<file path="src/rtl/ccd_vseq.sv">
module ccd_vseq #(
  parameter int FIELD_LINES = 525,
  parameter int FIELD_HALF  = 263,
  parameter int FRAME_LINES = 656,
  parameter int READ_OFS    = 2,
  parameter int SHUT_OFS    = 5,
  parameter int SWEEP_LINE  = 10,
  parameter int SWEEP_LONG  = 1368,
  parameter int SWEEP_SHORT = 684
) (
  input  logic clk,
  input  logic rst_n,
  input  logic line_stb,
  input  logic mode_req,
  output logic vd,
  output logic readout,
  output logic read_even,
  output logic sweep_en,
  output logic [$clog2(SWEEP_LONG+1)-1:0] sweep_len,
  output logic shutter,
  output logic data_valid,
  output logic frame_mode
);
  localparam int MAXL = (FIELD_LINES > FRAME_LINES) ? FIELD_LINES : FRAME_LINES;
  localparam int LW   = $clog2(MAXL + 1);
  localparam int SLW  = $clog2(SWEEP_LONG + 1);
  localparam logic [LW-1:0] L_ONE  = LW'(1);
  localparam logic [LW-1:0] L_FEND = LW'(FIELD_LINES);
  localparam logic [LW-1:0] L_FREN = LW'(FRAME_LINES);
  localparam logic [LW-1:0] L_HALF = LW'(FIELD_HALF);
  localparam logic [LW-1:0] L_RD0  = LW'(1 + READ_OFS);
  localparam logic [LW-1:0] L_RD1  = LW'(FIELD_HALF + READ_OFS);
  localparam logic [LW-1:0] L_SH0  = LW'(1 + SHUT_OFS);
  localparam logic [LW-1:0] L_SH1  = LW'(FIELD_HALF + SHUT_OFS);
  localparam logic [LW-1:0] L_SW   = LW'(SWEEP_LINE);
  localparam logic [LW-1:0] L_FRD  = LW'(SWEEP_LINE + 1);

  logic [LW-1:0] line;
  logic          pass;
  logic          fresh;
  logic          wrap;

  assign wrap = line == (frame_mode ? L_FREN : L_FEND);

  always_ff @(posedge clk) begin
    if (!rst_n) begin
      line       <= L_ONE;
      frame_mode <= 1'b0;
      pass       <= 1'b0;
      fresh      <= 1'b1;
    end else if (line_stb) begin
      if (wrap) begin
        line <= L_ONE;
        if (mode_req != frame_mode) begin
          frame_mode <= mode_req;
          fresh      <= 1'b1;
          pass       <= 1'b0;
        end else begin
          fresh <= 1'b0;
          pass  <= frame_mode & ~pass;
        end
      end else begin
        line <= line + L_ONE;
      end
    end
  end

  assign vd         = (line == L_ONE) | (~frame_mode & (line == L_HALF));
  assign readout    = frame_mode ? (line == L_FRD) : ((line == L_RD0) | (line == L_RD1));
  assign read_even  = frame_mode & pass;
  assign sweep_en   = frame_mode & (line == L_SW);
  assign sweep_len  = sweep_en ? (pass ? SLW'(SWEEP_SHORT) : SLW'(SWEEP_LONG)) : '0;
  assign shutter    = ~frame_mode & ((line == L_SH0) | (line == L_SH1));
  assign data_valid = ~fresh;
endmodule

</file>
<file path="config.mk">
export PLATFORM = sky130hd
export DESIGN_NAME = ccd_vseq
export DESIGN_NICKNAME = d
export VERILOG_FILES = /design/src/rtl/ccd_vseq.sv
export SDC_FILE = /design/constraint.sdc
export NUM_CORES = 1
export LEC_CHECK = 0
export BUFFER_PORTS_ARGS = -buffer_cell sky130_fd_sc_hd__buf_2
export CELL_PAD_IN_SITES_DETAIL_PLACEMENT = 0
export CELL_PAD_IN_SITES_GLOBAL_PLACEMENT = 1
export CORE_MARGIN = 2
export CORE_UTILIZATION = 35
export DETAILED_ROUTE_END_ITERATION = 12
export PLACE_DENSITY = 0.84
export SLEW_MARGIN = 20
export SYNTH_ARGS = -nofsm -noshare
export SYNTH_HDL_FRONTEND = slang
export SYNTH_SLANG_ARGS = --single-unit
</file>
<file path="constraint.sdc">
create_clock -name clk -period 3.55 [get_ports clk]
set_input_delay 0.5325 -clock clk [delete_from_list [all_inputs] [get_ports clk]]
set_output_delay 0.5325 -clock clk [all_outputs]
set_load 0.02 [all_outputs]
</file>
==> metrics.log <==
[metrics] startpoint type of the worst setup path: flip-flop
[metrics] DRC violations left: 0
[metrics] total of fill cells in the finished design: 264
[metrics] Worst R2R Start: line[2]
[metrics] dominant combinational cell family by area after synthesis: simple AND/OR/NAND/NOR gates
[metrics] # H-tree levels: 1
[metrics] Min-Delay Endpoint: pass
[metrics] adder and majority cell fraction of the synthesized area: 5.64%
[metrics] row count: 18
[metrics] Final Hold Vio Count: 0
[metrics] leftover overflow at the end of global routing: 0
[metrics] total power density per cell area: 305 mW/mm^2
[metrics] Total Routing Usage GR: 13.5%
[metrics] largest fanout on the critical path: 8
[metrics] effective utilization at floorplan: 36.5%
[metrics] first-pass GRT wire length: 2840 microns
[metrics] setup violators final: 0
[metrics] Crit path arrival time: 1.89 ns
[metrics] number of pins exceeding their max-slew limit in the final report: 0
[metrics] Synth Area in Simple Gates: 32.2%
[metrics] Core Region: 0.00243 sq mm
[metrics] Die X: 54.3 microns
[metrics] Root Buffer Master: sky130_fd_sc_hd__clkbuf_4
[metrics] CTS Buffer Depth: 2
[metrics] I/O pin cnt: 22
[metrics] total iterations of the first detailed-routing run: 4
[metrics] TritonCTS clock tree: done
[metrics] count of cells along the worst hold path: 2
[metrics] top_reg_cell synth: sky130_fd_sc_hd__dfxtp_1
[metrics] cell count after synthesis: 109
[metrics] number of flops mapped to enable cells by yosys: 0
[metrics] Largest stage delay, worst path: 0.41 ns
[metrics] Post CTS Setup Buffer Count: 0
[metrics] type of the tightest min-delay check: flip-flop to flip-flop
[metrics] post-layout total power: 0.000291 W
[metrics] library cells used by synthesis: 34
[metrics] status: complete, no violations
[metrics] final clock period utilization by the worst path: 68.3%
[metrics] XOR/XNOR Fraction of Synth Area: 8.89%
[metrics] maximum resistive drop on vdd: 0.193 mV
[metrics] critical setup path kind: flip-flop to primary output
[metrics] mean instance size in the synthesized netlist: 8.14 sq um
[metrics] compound-gate portion of the synthesized area: 6.49%
[metrics] most used cells in the layout excluding fill and tap cells: 19 x sky130_fd_sc_hd__buf_2, 13 x sky130_fd_sc_hd__nand2_1, 13 x sky130_fd_sc_hd__dfxtp_1
[metrics] vias per cell: 4.84
[metrics] count of nets after finishing: 128
[metrics] most common library cell in the layout ignoring fill and taps: sky130_fd_sc_hd__buf_2
[metrics] capturing point of the worst reg2reg path: fresh
[metrics] Antenna Violating Nets Remaining: 0
[metrics] Chip Height: 54.3 microns
[metrics] Port-buffer cells: 19
[metrics] largest net degree at the start of global routing: 14
[metrics] Cells after DPL: 145
[metrics] crit-path cells: inv_1 -> ha_1 -> nand2b_1 -> nor4_1 -> nor2b_1 -> buf_2
[metrics] Fmax achieved: 413 MHz
[metrics] # resized after CTS: 0
[metrics] time the worst path needs with I/O delays and setup: 2.42 ns
[metrics] number of standard cells in the final layout excluding fillers: 149
[metrics] clock slew seen by the registers of the worst setup and hold paths: 0.08 ns
[metrics] internal reg-to-reg setup slack: 1.74 ns
[metrics] number of global-route vias before repair: 661
[metrics] post-synthesis register bit count: 13
[metrics] max capacitance violation total: 0
[metrics] HPWL Detailed: 1300 microns
[metrics] cell area after technology mapping: 887 sq um
[metrics] insertion delay of the later-clocked pin in the worst-skew pair: 0.27 ns
[metrics] CTS sink cnt: 13
[metrics] Final Wtd Congestion: 0.775
[metrics] CP Capture Type: primary output
[metrics] average wire per cell in the routed design: 11.0 microns
[metrics] async set-or-reset flop fraction in the synthesized netlist: 0%
[metrics] Worst path slowest cell: sky130_fd_sc_hd__nor4_1
[metrics] dpl ws: 1.40 ns
[metrics] cts hold-fix bufs: 0
[metrics] Worst Hold Launch: pass
[metrics] area grow syn2layout: 7.76%
[metrics] Initial DRC Count: 11
[metrics] setup tns final: 0 ns
[metrics] RSZ-0062 raised after global routing: false
[metrics] proportion of synthesized chip area in sequential cells: 29.3%
[metrics] Reg area: 260 sq um
[metrics] Post-Route Skew: 0.00356 ns
[metrics] static leakage power: 0.402 nW
[metrics] number of diodes: 0
[metrics] proportion of layout cells with a drive suffix above 1: 22.7%
[metrics] Final WS setup: 1.13 ns
[metrics] CP Data Required Time: 3.02 ns
[metrics] yosys warns: 0
[metrics] final core utilization: 39.3%
[metrics] worst r2r path cells: 4
[metrics] area of the multi-input gates: 520 sq um
[metrics] number of antenna violations at the first check in global routing: 0
[metrics] number of buffers added by the clock tree synthesis step: 3
[metrics] post-detailed-routing wire length: 1640 microns
[metrics] multiplexer fraction of the synthesized cell area: 4.65%
[metrics] die area: 0.00295 sq mm
[metrics] routed vias: 721
==> report_power, final <==
| part | total (W) | switching, W | internal (W) |
|---|---|---|---|
| Sequential | 0.000157 | 0.00000766 | 0.000149 |
| Combinational | 0.0000429 | 0.0000257 | 0.0000172 |
| Clock | 0.0000912 | 0.0000494 | 0.0000417 |
| Total | 0.000291 | 0.0000828 | 0.000208 |
==> kinds of logic after synthesis <==
logic type,count (synthesis)
simple gates,52
compound gates,8
buf+inv,18
xor+xnor,9
mux,4
fa+ha+maj,4
other cells,1
flops,13
==> state kept, by name, summed over array words and instances, names as in the netlist <==
register,count
frame_mode,1
pass,1
fresh,1
line,10
==> area by class of cell <==
| class | count | share of cell area [%] |
|---|---|---|
| flip-flops and latches | 13 | 27.2 |
| clock inverters | 1 | 0.524 |
| multi-input cells | 79 | 54.5 |
| clock buffers | 3 | 2.36 |
| inverters | 4 | 1.57 |
| well taps | 30 | 3.93 |
| repair buffers | 19 | 9.95 |
==> critical path: cells and delay by family, from the launching register on <==
kind                       cells  cell delay [ns]
adders and majority gates      1             0.15
buffers and inverters          2             0.31
and+or+nand+nor                3             0.76
DFF                            1             0.40
==> Yosys cell counts, types with 2 or more instances <==
cell	instances	area, sq um
sky130_fd_sc_hd__nor4b_1	3	26.3
sky130_fd_sc_hd__dfxtp_1	13	260
sky130_fd_sc_hd__o21ai_0	2	10.0
sky130_fd_sc_hd__a21oi_1	3	15.0
sky130_fd_sc_hd__xor2_1	3	26.3
sky130_fd_sc_hd__xnor2_1	6	52.6
sky130_fd_sc_hd__and2_1	2	12.5
sky130_fd_sc_hd__inv_1	4	15.0
sky130_fd_sc_hd__buf_4	11	82.6
sky130_fd_sc_hd__nand2_1	13	48.8
sky130_fd_sc_hd__nand2b_1	2	12.5
sky130_fd_sc_hd__nor3_1	5	25.0
sky130_fd_sc_hd__mux2i_1	3	30.0
sky130_fd_sc_hd__nor2_1	12	45.0
sky130_fd_sc_hd__or4b_1	2	20.0
sky130_fd_sc_hd__clkbuf_1	2	7.51
sky130_fd_sc_hd__nand4_1	3	18.8
sky130_fd_sc_hd__ha_1	4	50.1
==> stage by stage <==
stage	hold slack (ns)	cell area, sq um
final	0.495	956
after global routing	0.531	956
after CTS	0.499	956
after detailed placement	0.486	928
after global placement	0.483	928
after floorplan	0.460	891
==> routing by layer <==
layer  up-vias  global-route usage [%]  wire (microns)
li1        377                       -               -
met1       329                    15.5             747
met2        13                    22.7             811
met3         2                    5.19              68
met4         0                    4.58              15
met5         -                       0               0
==> how the worst max path moves through the flow <==
| stage | from | cells after the start | to | slack, ns |
|---|---|---|---|---|
| floorplan | frame_mode | 5 | sweep_len[10] | 0.64 |
| global placement | line[0] | 6 | sweep_len[6] | 1.47 |
| detailed placement | line[0] | 6 | sweep_len[6] | 1.40 |
| CTS | line[0] | 6 | sweep_len[6] | 1.07 |
| global route | line[0] | 6 | sweep_len[6] | 0.83 |
| finish | line[0] | 6 | sweep_len[6] | 1.13 |
Note: power is estimated with default switching activity, not from simulation.
